==> src/rtl/plt_pkg.sv <==
package plt_pkg;

    localparam int          RAW_W        = 16;
    localparam int          PHY_ADDR_W   = 5;
    localparam int          MODE_OFS_W   = 7;
    localparam logic [4:0]  STATUS_REG   = 5'h11;
    localparam logic [15:0] STATUS_MASK  = 16'hE400;
    localparam logic [6:0]  MAC_MODE_OFS = 7'h10;
    localparam logic [1:0]  MODE_GIG     = 2'd3;
    localparam logic [1:0]  MODE_FAST    = 2'd1;
    localparam logic [1:0]  SPD_GIG      = 2'd2;
    localparam logic [1:0]  SPD_FAST     = 2'd1;

    // condensed status: the four bits kept by the mask
    typedef struct packed {
        logic spd_hi;   // raw bit 15
        logic spd_lo;   // raw bit 14
        logic fdx;      // raw bit 13
        logic up;       // raw bit 10
    } lnk_stat_t;

    typedef enum logic [1:0] {
        ST_ISSUE = 2'd0,
        ST_WAIT  = 2'd1,
        ST_WRITE = 2'd2
    } poll_state_e;

    function automatic lnk_stat_t condense(input logic [RAW_W-1:0] raw);
        logic [RAW_W-1:0] kept;
        lnk_stat_t        s;
        kept     = raw & STATUS_MASK;
        s.spd_hi = kept[15];
        s.spd_lo = kept[14];
        s.fdx    = kept[13];
        s.up     = kept[10];
        if (!s.up) s = '0;
        return s;
    endfunction

    function automatic logic [1:0] mac_mode(input lnk_stat_t s);
        return (!s.up || s.spd_hi) ? MODE_GIG : MODE_FAST;
    endfunction

    function automatic logic [1:0] speed_of(input lnk_stat_t s);
        return (!s.up || s.spd_hi) ? SPD_GIG : SPD_FAST;
    endfunction

endpackage

==> src/rtl/plt_status_reduce.sv <==
module plt_status_reduce
    import plt_pkg::*;
(
    input  logic [RAW_W-1:0] raw,
    output lnk_stat_t        reduced
);
    always_comb reduced = condense(raw);
endmodule

==> src/rtl/plt_status_cache.sv <==
module plt_status_cache
    import plt_pkg::*;
#(
    parameter int NUM_PORTS = 10,
    parameter int PORT_W    = $clog2(NUM_PORTS)
) (
    input  logic                   clk,
    input  logic                   rst,
    input  logic                   upd_en,
    input  logic [PORT_W-1:0]      upd_port,
    input  lnk_stat_t              upd_val,
    input  logic [PORT_W-1:0]      rd_port,
    output lnk_stat_t              rd_val,
    input  logic [PORT_W-1:0]      query_port,
    output logic                   query_link,
    output logic [1:0]             query_speed,
    output logic                   query_duplex,
    output logic [NUM_PORTS-1:0]   link_up,
    output logic [2*NUM_PORTS-1:0] speed_code,
    output logic [NUM_PORTS-1:0]   full_duplex
);
    lnk_stat_t entry [NUM_PORTS];

    always_ff @(posedge clk) begin
        if (rst) begin
            for (int i = 0; i < NUM_PORTS; i++) entry[i] <= '0;
        end else if (upd_en) begin
            entry[upd_port] <= upd_val;
        end
    end

    always_comb rd_val = entry[rd_port];

    generate
        for (genvar p = 0; p < NUM_PORTS; p++) begin : g_sum
            assign link_up[p]             = entry[p].up;
            assign speed_code[2*p +: 2]   = speed_of(entry[p]);
            assign full_duplex[p]         = entry[p].fdx;
        end
    endgenerate

    always_comb begin
        query_link   = 1'b0;
        query_speed  = 2'd0;
        query_duplex = 1'b0;
        if (int'(query_port) < NUM_PORTS) begin
            query_link   = entry[query_port].up;
            query_speed  = speed_of(entry[query_port]);
            query_duplex = entry[query_port].fdx;
        end
    end
endmodule

==> src/rtl/plt_poll_seq.sv <==
module plt_poll_seq
    import plt_pkg::*;
#(
    parameter int NUM_PORTS  = 10,
    parameter int PORT_W     = $clog2(NUM_PORTS),
    parameter int ADDR_W     = PORT_W + MODE_OFS_W,
    parameter int MAC_DATA_W = 16
) (
    input  logic                  clk,
    input  logic                  rst,
    output logic                  req_valid,
    input  logic                  req_ready,
    output logic [PORT_W-1:0]     cur_port,
    input  logic                  rsp_valid,
    input  lnk_stat_t             rsp_stat,
    input  lnk_stat_t             cached,
    output logic                  upd_en,
    output logic                  wr_valid,
    input  logic                  wr_ready,
    output logic [ADDR_W-1:0]     wr_addr,
    output logic [MAC_DATA_W-1:0] wr_data
);
    localparam logic [PORT_W-1:0] LAST_PORT = PORT_W'(NUM_PORTS - 1);

    poll_state_e       state;
    logic [PORT_W-1:0] port_q;
    logic [PORT_W-1:0] port_nxt;
    logic              changed;

    assign port_nxt  = (port_q == LAST_PORT) ? '0 : port_q + 1'b1;
    assign changed   = (rsp_stat != cached);
    assign upd_en    = (state == ST_WAIT) && rsp_valid && changed;
    assign req_valid = (state == ST_ISSUE);
    assign wr_valid  = (state == ST_WRITE);
    assign cur_port  = port_q;

    always_ff @(posedge clk) begin
        if (rst) begin
            state   <= ST_ISSUE;
            port_q  <= '0;
            wr_addr <= '0;
            wr_data <= '0;
        end else begin
            unique case (state)
                ST_ISSUE: if (req_ready) state <= ST_WAIT;
                ST_WAIT: begin
                    if (rsp_valid) begin
                        if (changed) begin
                            wr_addr <= {port_q, MAC_MODE_OFS};
                            wr_data <= MAC_DATA_W'(mac_mode(rsp_stat));
                            state   <= ST_WRITE;
                        end else begin
                            port_q <= port_nxt;
                            state  <= ST_ISSUE;
                        end
                    end
                end
                ST_WRITE: begin
                    if (wr_ready) begin
                        port_q <= port_nxt;
                        state  <= ST_ISSUE;
                    end
                end
                default: state <= ST_ISSUE;
            endcase
        end
    end
endmodule

==> src/rtl/phy_link_tracker.sv <==
module phy_link_tracker
    import plt_pkg::*;
#(
    parameter int NUM_PORTS  = 10,
    parameter int PORT_W     = $clog2(NUM_PORTS),
    parameter int ADDR_W     = PORT_W + MODE_OFS_W,
    parameter int MAC_DATA_W = 16
) (
    input  logic                   clk,
    input  logic                   rst,
    output logic                   mdio_req_valid,
    input  logic                   mdio_req_ready,
    output logic [PHY_ADDR_W-1:0]  mdio_req_phy,
    output logic [4:0]             mdio_req_reg,
    input  logic                   mdio_rsp_valid,
    input  logic [RAW_W-1:0]       mdio_rsp_data,
    output logic                   mac_wr_valid,
    input  logic                   mac_wr_ready,
    output logic [ADDR_W-1:0]      mac_wr_addr,
    output logic [MAC_DATA_W-1:0]  mac_wr_data,
    output logic [NUM_PORTS-1:0]   link_up,
    output logic [2*NUM_PORTS-1:0] speed_code,
    output logic [NUM_PORTS-1:0]   full_duplex,
    input  logic [PORT_W-1:0]      query_port,
    output logic                   query_link,
    output logic [1:0]             query_speed,
    output logic                   query_duplex
);
    lnk_stat_t         rsp_stat;
    lnk_stat_t         cached;
    logic              upd_en;
    logic [PORT_W-1:0] cur_port;

    plt_status_reduce u_reduce (
        .raw     (mdio_rsp_data),
        .reduced (rsp_stat)
    );

    plt_poll_seq #(
        .NUM_PORTS (NUM_PORTS), .PORT_W (PORT_W),
        .ADDR_W (ADDR_W), .MAC_DATA_W (MAC_DATA_W)
    ) u_seq (
        .clk       (clk),
        .rst       (rst),
        .req_valid (mdio_req_valid),
        .req_ready (mdio_req_ready),
        .cur_port  (cur_port),
        .rsp_valid (mdio_rsp_valid),
        .rsp_stat  (rsp_stat),
        .cached    (cached),
        .upd_en    (upd_en),
        .wr_valid  (mac_wr_valid),
        .wr_ready  (mac_wr_ready),
        .wr_addr   (mac_wr_addr),
        .wr_data   (mac_wr_data)
    );

    plt_status_cache #(.NUM_PORTS (NUM_PORTS), .PORT_W (PORT_W)) u_cache (
        .clk          (clk),
        .rst          (rst),
        .upd_en       (upd_en),
        .upd_port     (cur_port),
        .upd_val      (rsp_stat),
        .rd_port      (cur_port),
        .rd_val       (cached),
        .query_port   (query_port),
        .query_link   (query_link),
        .query_speed  (query_speed),
        .query_duplex (query_duplex),
        .link_up      (link_up),
        .speed_code   (speed_code),
        .full_duplex  (full_duplex)
    );

    assign mdio_req_phy = PHY_ADDR_W'(cur_port);
    assign mdio_req_reg = STATUS_REG;
endmodule

==> config.mk <==
export PLATFORM = sky130hd
export DESIGN_NAME = phy_link_tracker
export DESIGN_NICKNAME = d
export VERILOG_FILES = /design/src/rtl/plt_pkg.sv /design/src/rtl/plt_status_reduce.sv /design/src/rtl/plt_status_cache.sv /design/src/rtl/plt_poll_seq.sv /design/src/rtl/phy_link_tracker.sv
export SDC_FILE = /design/constraint.sdc
export NUM_CORES = 1
export LEC_CHECK = 0
export ABC_AREA = 1
export BUFFER_PORTS_ARGS = -buffer_cell sky130_fd_sc_hd__buf_4
export CAP_MARGIN = 20
export CELL_PAD_IN_SITES_DETAIL_PLACEMENT = 2
export CELL_PAD_IN_SITES_GLOBAL_PLACEMENT = 2
export CORE_MARGIN = 4
export CORE_UTILIZATION = 28
export CTS_CLUSTER_DIAMETER = 200
export DETAILED_ROUTE_END_ITERATION = 6
export PLACE_DENSITY_LB_ADDON = 0.1
export REMOVE_ABC_BUFFERS = 1
export SLEW_MARGIN = 0
export SYNTH_ARGS = -nofsm -noshare
export SYNTH_HDL_FRONTEND = slang
export SYNTH_SLANG_ARGS = --single-unit
export TNS_END_PERCENT = 5
==> constraint.sdc <==
create_clock -name clk -period 2.4 [get_ports clk]
set_input_delay 0.6 -clock clk [delete_from_list [all_inputs] [get_ports clk]]
set_output_delay 0.6 -clock clk [all_outputs]
set_load 0.01 [all_outputs]
==> out/metrics.cfg, run 1 <==
[clocking]
numClockSinks=80
cts_tree=built
ctsHoldBuffers=0
path_clk_slew_ps=60
cts_root_buf=clkbuf_16
insertion_delay_ps=350
cts_buffers=9
cts_max_path_buffers=2
htreeDepth=3

[sta]
finalHoldViolations=0
max_freq_mhz=381
layout_min_cycle_time_ps=2620
setup_violations=101
fin_ws_ps=-225
finClkSkew_ps=8.13
rsz0062_at_grt=true
tns_ps=-8420
fin_crit_sh_pct=109
finalMaxSlewViolations=0

[routing]
antenna_left=0
wire_per_inst_um=19.2
dr_wl_met3_um=806
drt_pass1_iterations=4
drtIter0Drc=146
met1_length_mm=8.08
wl_mm=18.7
drc=0
highest_layer=met4
route.met2.wl_mm=9.49
via_count=4529
via_per_inst=4.67

[cells_and_area]
area_growth_pct=47.7
nNetsFinal=773
drive_gt1_share_pct=40.5
antenna_cells=0
postLayoutCellArea_um2=6830

[pwr]
total_power_mw=3.56
max-vdd-ir-drop_v=0.000247
leakagePower_nw=3.09
powerDensity_nw_per_um2=521

[logic_synthesis]
synth_area_um2=4620
syn_area_per_cell_um2=7.78
ys_seq_elements=80
synthDistinctLibCells=28
ys_seq_area_share_pct=48.5
ys_warn_count=0
netlist_instances=594

[die]
fp-row-count=46
io_pins=108
die_area_um2=18600
die_h_um=136
initial_core_util_pct=28.9
core_um2=16000
die_w_um=136

[outcome]
failed_checks=setup timing
status=finished with violations

[critical_path]
critical_path.top_delay_family=simple AND/OR/NAND/NOR gates
crit_buf_inv=5
cp.required_ps=2470
r2r_end=u_cache.entry[1][3]
r2r_slack_ps=-220
end_kind=flop
path_cells=inv_6 -> buf_12 -> nand2_1 -> nand3_1 -> nand3_1 -> nand3_1 -> nand2_1 -> nand2_1 -> nand2_2 -> nor2_2 -> nand2_2 -> nand3_4 -> buf_6 -> nor2_4 -> inv_2 -> o21ai_2 -> buf_6
endpoint=u_cache.entry[1][3]
cp_slowest_cell=dfxtp_4
start_kind=flop
crit_type=reg2reg
worst-path-stages=17
reg2reg_depth=17
worstPathArrival_ps=2690
crit_path_max_incr_delay_ps=440
critPathMaxFanout=14

[global_routing]
grtUsageTotal_pct=20.1
grt_max_degree=20
grt_pass1_vias=5006
grt_pass1_wl_mm=28.0
antenna_found_initial=0
grt.overflow.total=0

[placed_design]
hpwlAfterDp_mm=13.9
port_buffers=69
gp_congestion=0.790
dpl_cell_area_um2=5810

[worst_hold_path]
worstHoldStart=rst
hold_class=in2reg

[flow_run]
drv_cap=0

==> report_power, final <==
| group | switching (mW) | leakage (nW) | internal, mW |
|---|---|---|---|
| Sequential | 0.0381 | 0.781 | 1.52 |
| Clock | 0.597 | 0.131 | 0.731 |
| Combinational | 0.383 | 2.18 | 0.287 |
| Total | 1.02 | 3.09 | 2.54 |
==> registers in the layout (all words and copies together), names as in the netlist, named ones only <==
register        flops
u_seq.cur_port      4
u_seq.state         2
u_cache.entry      64
u_seq.wr_addr       5
u_seq.wr_data       1
==> repair_timing <==
| action | in CTS | in global routing |
|---|---|---|
| setup buffers | 10 | 5 |
| resized for setup | 79 | 80 |
| gates cloned | 3 | 1 |
| pin swaps | 10 | 21 |
| endpoints found under the setup margin | 136 | 146 |
==> final cells by class <==
cell class,instances,area [um2]
fillers,1842,9180
repair buffers,183,1590
flip-flops and latches,80,2250
multi-input cells,381,2060
clock buffers,10,239
well taps,216,270
clock inverters,6,45.0
inverters,93,370
==> cell families after synthesis <==
logic type | after synthesis | share of synthesized area [%]
flops | 80 | 48.5
compound gates | 63 | 7.04
other cells | 2 | 0.163
xor+xnor | 1 | 0.190
buf+inv | 157 | 17.3
simple gates | 291 | 26.8
==> routing by layer <==
layer | up-vias | track usage [%]
li1 | 2136 | -
met1 | 2254 | 24.8
met2 | 123 | 36.2
met3 | 16 | 2.81
met4 | 0 | 5.71
met5 | - | 0
==> cell usage after synthesis, drive strengths merged <==
master | instances | area share, %
clkbuf | 8 | 0.65
nand2 | 140 | 12
o2111ai | 1 | 0.19
a21oi | 24 | 2.6
or2 | 1 | 0.14
nor2 | 79 | 6.9
nor3 | 2 | 0.22
a31oi | 1 | 0.14
conb | 2 | 0.16
a211oi | 2 | 0.32
nand3b | 1 | 0.16
inv | 91 | 7.4
nand3 | 64 | 7.3
xor2 | 1 | 0.19
buf | 56 | 9.1
dfxtp | 16 | 6.9
edfxtp | 64 | 42
nor4 | 1 | 0.14
nand4 | 3 | 0.41
clkinv | 2 | 0.16
o21ai | 35 | 3.8
==> layout by cell type, fill, tap and decap left out, drive strengths merged <==
master      n
clkbuf     11
or2         1
edfxtp     64
nand3b      1
xor2        1
nand2     140
a21oi      24
nor2       79
nand3      64
conb       26
inv        91
clkinv      5
dfxtp      16
buf       182
clkinvlp    3
nor3        2
a211oi      2
a31oi       1
o21ai      35
nand4       3
o2111ai     1
nor4        1
==> through the flow <==
stage	setup slack (ps)	cells	hold slack (ps)	util, %
CTS	-239	963	441	40.7
floorplan	-565	554	491	-
global route	-378	969	450	42.7
global placement	-316	934	456	36.3
finish	-225	969	454	42.7
detailed placement	-407	934	471	36.3
==> worst reg2reg max path: cells and delay by family, from the launching register on <==
kind / cells / cell delay (ps)
AND/OR/NAND/NOR: 11 / 1140
flip-flops: 1 / 440
buffers and inverters: 5 / 600
AO/OA/AOI/OAI: 1 / 170
==> worst min-delay path by stage <==
stage,end,slack [ps],depth (start not counted)
detailed placement,u_seq.wr_addr[9],470,2
CTS,u_seq.state[0],440,2
floorplan,u_seq.wr_addr[8],490,2
global placement,u_seq.wr_addr[8],460,2
finish,u_seq.state[0],450,2
global route,u_seq.state[0],450,2
Power figures use the tool's default switching activity.
==> inputs of run 2 (changes only) <==
- ABC_AREA: 1 -> 0
- CORE_UTILIZATION: 28 -> 35
- clock period: 2.4 -> 2.9 ns (I/O delays scaled with it)
==> run 2 against run 1 <==
Compared with the run above:
- the flow still finishes with violations (setup timing)
- sequential power shrank 18%
- flip-flop and latch count did not move
- maximum frequency shrank 15%
- via count is 29% lower
- critical path type unchanged
==> out/metrics.cfg, run 2 <==
[sta]
fin_crit_sh_pct=106  ; -2.9 points
slew_headroom_pct=53.7
tightest_slew_ps=688
hold_ws_ps=478  ; +23.8 ps
rsz0062_at_grt=true
setup_violations=139  ; +38%
tns_ps=-18220  ; -9800 ps
fin_ws_ps=-187  ; +38.3 ps
max_freq_mhz=324  ; -15%
finalHoldViolations=0  ; unchanged
finClkSkew_ps=6.62  ; -1.51 ps
layout_min_cycle_time_ps=3090  ; +462 ps
finalMaxSlewViolations=0  ; unchanged

[cells_and_area]
area_growth_pct=30.4
final_cell_mix=buf_4 (122), edfxtp_1 (64), and2_1 (30)
regMostFlops=u_cache.entry
antenna_cells=0  ; unchanged
drive_gt1_share_pct=42.8  ; +2.3 points
regArea_um2=2250  ; unchanged
largest_reg_flops=64  ; unchanged
nNetsFinal=494  ; -36%
final_common_cell=buf_4
nFillCells=1296  ; -30%
multi_input_area_um2=1980  ; -4.0%
finalNonFillerCells=646  ; -33%

[placed_design]
placed_cells=627  ; -33%
hpwlAfterDp_mm=10.6  ; -24%
gp_congestion=0.884  ; +12%
post-place-ws_ps=-430  ; -23.2 ps
port_buffers=69  ; unchanged

[logic_synthesis]
ys_warn_count=0  ; unchanged
ys_top_cells_by_area=edfxtp_1 (43%), mux4_2 (9.5%), buf_4 (8.0%)
synthTopCellsByCount=edfxtp_1 (64), buf_4 (48), and2_1 (31)
synth_area_um2=4500  ; -2.6%
synth_top_area_share_pct=42.7  ; +1.1 points
async_flop_share_pct=0  ; unchanged
ys_seq_elements=80  ; unchanged
synthDistinctLibCells=50  ; +79%
synth_ff_type=edfxtp_1
ys_seq_area_share_pct=49.8  ; +1.3 points
netlist_instances=371  ; -38%
synth_most_common_cell=edfxtp_1
synth_largest_area_cell=edfxtp_1
syn_area_per_cell_um2=12.1  ; +56%
synth_edf_count=64  ; unchanged

[clocking]
cts_buffers=9  ; unchanged
cts_max_path_buffers=2  ; unchanged
cts_tree=built
htreeDepth=3  ; unchanged
numClockSinks=80  ; unchanged
ctsHoldBuffers=0  ; unchanged
path_clk_slew_ps=60  ; about the same
insertion_delay_ps=350  ; about the same
cts_root_buf=clkbuf_16

[critical_path]
worstPathArrival_ps=3190  ; +500 ps
r2r_slack_ps=-190  ; +40 ps
end_kind=flop
r2r_end=u_cache.entry[7][0]
critPathMaxFanout=19  ; +5
start_kind=flop
crit_type=reg2reg
cp.required_ps=3000  ; +530 ps
reg2reg_depth=11  ; -6

[pwr]
leakagePower_nw=2.43  ; -21%
max-vdd-ir-drop_v=0.000283  ; +15%
total_power_mw=2.71  ; -24%
powerDensity_nw_per_um2=461  ; -12%

[global_routing]
grt_pass1_vias=3534  ; -29%
antenna_found_initial=0  ; unchanged
grt_max_degree=27  ; +35%
grt_pass1_wl_mm=20.9  ; -25%
grt.overflow.total=0  ; unchanged
grtUsageTotal_pct=19.5  ; -0.60 points

[die]
die_h_um=121  ; -11%
initial_core_util_pct=35.7  ; +6.8 points
die_w_um=121  ; -11%
io_pins=108  ; unchanged
fp-row-count=41  ; -11%
die_area_um2=14700  ; -21%
core_um2=12600  ; -21%

[routing]
antenna_left=0  ; unchanged
drc=0  ; unchanged
drt_pass1_iterations=4  ; unchanged
via_per_inst=5.01  ; +7.1%
drtIter0Drc=141  ; -3.4%
wire_per_inst_um=21.4  ; +11%
wl_mm=13.8  ; -26%
via_count=3234  ; -29%

[worst_hold_path]
worstHoldStart=u_seq.state[1]
whs_endpoint=u_seq.state[0]
whs_path_depth=1  ; -1
hold_class=reg2reg

[outcome]
failed_checks=setup timing
status=finished with violations

[flow_run]
drv_cap=0  ; unchanged

[run 2: cell type report]
cell class              count  share of cell area (%)
clock inverters             6                   0.704
flip-flops and latches     80                    38.3
repair buffers            132                    18.4
multi-input cells         228                    33.7
inverters                  18                    1.15
clock buffers              10                    4.07
well taps                 172                    3.67
[run 2: how the worst max path moves through the flow]
stage,cells past startpoint,endpoint,start
final,11,u_cache.entry[7][0],flop
after global routing,10,u_cache.entry[14][3],flop
after CTS,10,u_cache.entry[14][3],flop
after detailed placement,10,u_cache.entry[1][1],flop
after global placement,10,u_cache.entry[5][1],flop
after floorplan,8,u_cache.entry[10][0],flop
[run 2: critical path, stage by stage, from the launching register on]
cell	delay, ps
dfxtp_4	390
buf_12	140
buf_4	110
mux4_2	540
nand3_1	140
nand3_2	100
or4_4	540
o211ai_2	130
a21boi_2	100
buf_4	200
buf_6	180
a21o_4	240
[run 2: stage by stage]
step	util, %	area [um2]
3_3_place_gp	42.4	5350
4_1_cts	45.6	5750
3_5_place_dp	42.4	5350
6_report	46.5	5870
5_1_grt	46.5	5870
2_1_floorplan	-	4130
[run 2: cells by family (layout without fill, tap and decap cells)]
logic type	after synthesis	count (layout)	share of synthesized area, %
other	2	26	0.167
AOI/OAI and AO/OA	39	39	6.79
and+or+nand+nor	120	120	14.8
buffers and inverters	87	166	11.8
DFF	80	80	49.8
muxes	40	40	16.0
xor gates and xnor gates	3	3	0.584
[run 2: per-layer routing]
layer	global-route usage (%)	vias up	part of all wire, %
met5	0	-	0
met4	8.47	0	3.0
met3	4.52	19	5.2
met2	34.5	93	53
met1	22.3	1649	39
li1	-	1473	-
[run 2: power by group]
group          total [mW]  internal [mW]  switching, mW
sequential           1.28           1.26         0.0177
combinational       0.348          0.172          0.176
clock                1.08          0.606          0.475
[run 2: repair_timing]
item                                    in CTS  in global routing
setup buffers                                0                  2
gates resized for setup                     28                 19
gates cloned                                 1                  0
pin swaps                                    9                  9
hold endpoints to repair                     0                  0
endpoints found under the setup margin     145                146
==> inputs of run 3 (changes only) <==
- SETUP_SLACK_MARGIN: unset -> 0.3
==> run 3 against run 2 <==
Compared with the run above:
- the run still ends with setup timing left
- clock power about the same
- die area unchanged
- via count hardly changed
- clock-buffer cell count is the same
- power increased by 0.10%
- maximum frequency barely moved
- register-to-register slack barely moved
- setup slack improved by 2.6 ps
- clock skew is essentially flat
- global-route usage unchanged
- combinational power barely moved
- first-iteration DRC count down 5.0%
==> out/metrics.cfg, run 3 (same netlist as run 2, synthesis figures left out) <==
[clocking]
path_clk_slew_ps=60  ; about the same
cts_buffers=9  ; unchanged
htreeDepth=3  ; unchanged
cts_root_buf=clkbuf_16
insertion_delay_ps=350  ; about the same
ctsHoldBuffers=0  ; unchanged
numClockSinks=80  ; unchanged
cts_max_path_buffers=2  ; unchanged
cts_tree=built

[die]
initial_core_util_pct=35.7  ; unchanged
core_um2=12600  ; unchanged
die_w_um=121  ; unchanged
die_h_um=121  ; unchanged
fp-row-count=41  ; unchanged
die_area_um2=14700  ; unchanged
io_pins=108  ; unchanged

[critical_path]
critPathMaxFanout=19  ; unchanged
start_kind=flop
cp.required_ps=3000  ; about the same
r2r_slack_ps=-180  ; about the same
crit_type=reg2reg
worstPathArrival_ps=3190  ; about the same
r2r_end=u_cache.entry[7][0]
end_kind=flop
reg2reg_depth=11  ; unchanged

[pwr]
leakagePower_nw=2.43  ; unchanged
powerDensity_nw_per_um2=462  ; +0.10%
max-vdd-ir-drop_v=0.000284  ; +0.15%

[cells_and_area]
nNetsFinal=494  ; unchanged
area_growth_pct=30.4  ; unchanged
finalNonFillerCells=646  ; unchanged
postLayoutCellArea_um2=5870  ; unchanged
nFillCells=1296  ; unchanged
regMostFlops=u_cache.entry
final_common_cell=buf_4
final_cell_mix=buf_4 (122), edfxtp_1 (64), and2_1 (30)
antenna_cells=0  ; unchanged
drive_gt1_share_pct=42.8  ; unchanged
largest_reg_flops=64  ; unchanged

[outcome]
failed_checks=setup timing
status=finished with violations

[sta]
hold_ws_ps=478  ; +0.00100 ps
setup_violations=134  ; -3.6%
max_freq_mhz=324  ; about the same
slew_headroom_pct=53.7  ; about the same
fin_crit_sh_pct=106  ; about the same
finClkSkew_ps=6.77  ; +0.149 ps
finalMaxSlewViolations=0  ; unchanged
layout_min_cycle_time_ps=3080  ; -2.65 ps
tightest_slew_ps=689  ; +0.0504 ps
rsz0062_at_grt=true
finalHoldViolations=0  ; unchanged
fin_ws_ps=-184  ; +2.65 ps
tns_ps=-17820  ; +400 ps

[worst_hold_path]
hold_class=reg2reg
worstHoldStart=u_seq.state[1]
whs_path_depth=1  ; unchanged
whs_endpoint=u_seq.state[0]

[placed_design]
post-place-ws_ps=-430  ; unchanged
gp_congestion=0.884  ; unchanged
placed_cells=627  ; unchanged
dpl_cell_area_um2=5350  ; unchanged
hpwlAfterDp_mm=10.6  ; unchanged
port_buffers=69  ; unchanged

[global_routing]
grt_pass1_vias=3534  ; unchanged
grt_pass1_wl_mm=20.9  ; unchanged
antenna_found_initial=0  ; unchanged
grtUsageTotal_pct=19.5  ; unchanged
grt_max_degree=27  ; unchanged
grt.overflow.total=0  ; unchanged

[routing]
drtIter0Drc=134  ; -5.0%
via_per_inst=5.00  ; about the same
wl_mm=13.8  ; about the same
drc=0  ; unchanged
via_count=3231  ; -0.093%
drt_pass1_iterations=4  ; unchanged
antenna_left=0  ; unchanged
wire_per_inst_um=21.4  ; about the same

[flow_run]
drv_cap=0  ; unchanged

==> run 3: cell type report <==
cell class,count,area (um2),area share (%)
clock inverters,6,41.3,0.704
inverters,18,67.6,1.15
clock buffers,10,239,4.07
well taps,172,215,3.67
multi-input cells,228,1980,33.7
repair buffers,132,1080,18.4
flip-flops and latches,80,2250,38.3
==> run 3: worst max-delay path by stage <==
stage / from / end / slack, ps / cells after the start
global route: flop / u_cache.entry[14][3] / -300 / 10
detailed placement: flop / u_cache.entry[1][1] / -430 / 10
CTS: flop / u_cache.entry[14][3] / -310 / 10
floorplan: flop / u_cache.entry[10][0] / -1020 / 8
global placement: flop / u_cache.entry[5][1] / -340 / 10
finish: flop / u_cache.entry[7][0] / -180 / 11
==> run 3: worst max-delay path, stage by stage, from the launching register on <==
cell and delay (ps):
dfxtp_4 390, buf_12 140, buf_4 110, mux4_2 540
nand3_1 140, nand3_2 100, or4_4 540, o211ai_2 130
a21boi_2 100, buf_4 200, buf_6 180, a21o_4 240
==> run 3: report_power, final <==
part	total, mW	internal (mW)	switching, mW
Clock	1.08	0.606	0.478
Sequential	1.28	1.26	0.0177
Combinational	0.349	0.172	0.176
Total	2.71	2.04	0.672
==> run 3: stage by stage <==
step / power, mW / utilization (%)
2_1_floorplan: 1.45 / -
3_3_place_gp: 1.61 / 42.4
3_5_place_dp: 1.62 / 42.4
4_1_cts: 2.71 / 45.6
5_1_grt: 2.81 / 46.5
6_report: 2.71 / 46.5
==> run 3: what timing repair did <==
item,CTS,global route
pin swaps,9,9
resized for setup,28,20
setup buffers,0,2
endpoints found under the hold margin,0,0
cloned,1,0
endpoints found under the setup margin,147,147
==> run 3: per-layer routing <==
| metal | vias up | track usage [%] | part of all wire, % | wire (um) |
|---|---|---|---|---|
| met5 | - | 0 | 0 | 0 |
| met4 | 0 | 8.47 | 3.0 | 419 |
| met3 | 19 | 4.52 | 5.0 | 688 |
| met2 | 92 | 34.5 | 53 | 7300 |
| met1 | 1647 | 22.3 | 39 | 5430 |
| li1 | 1473 | - | - | - |
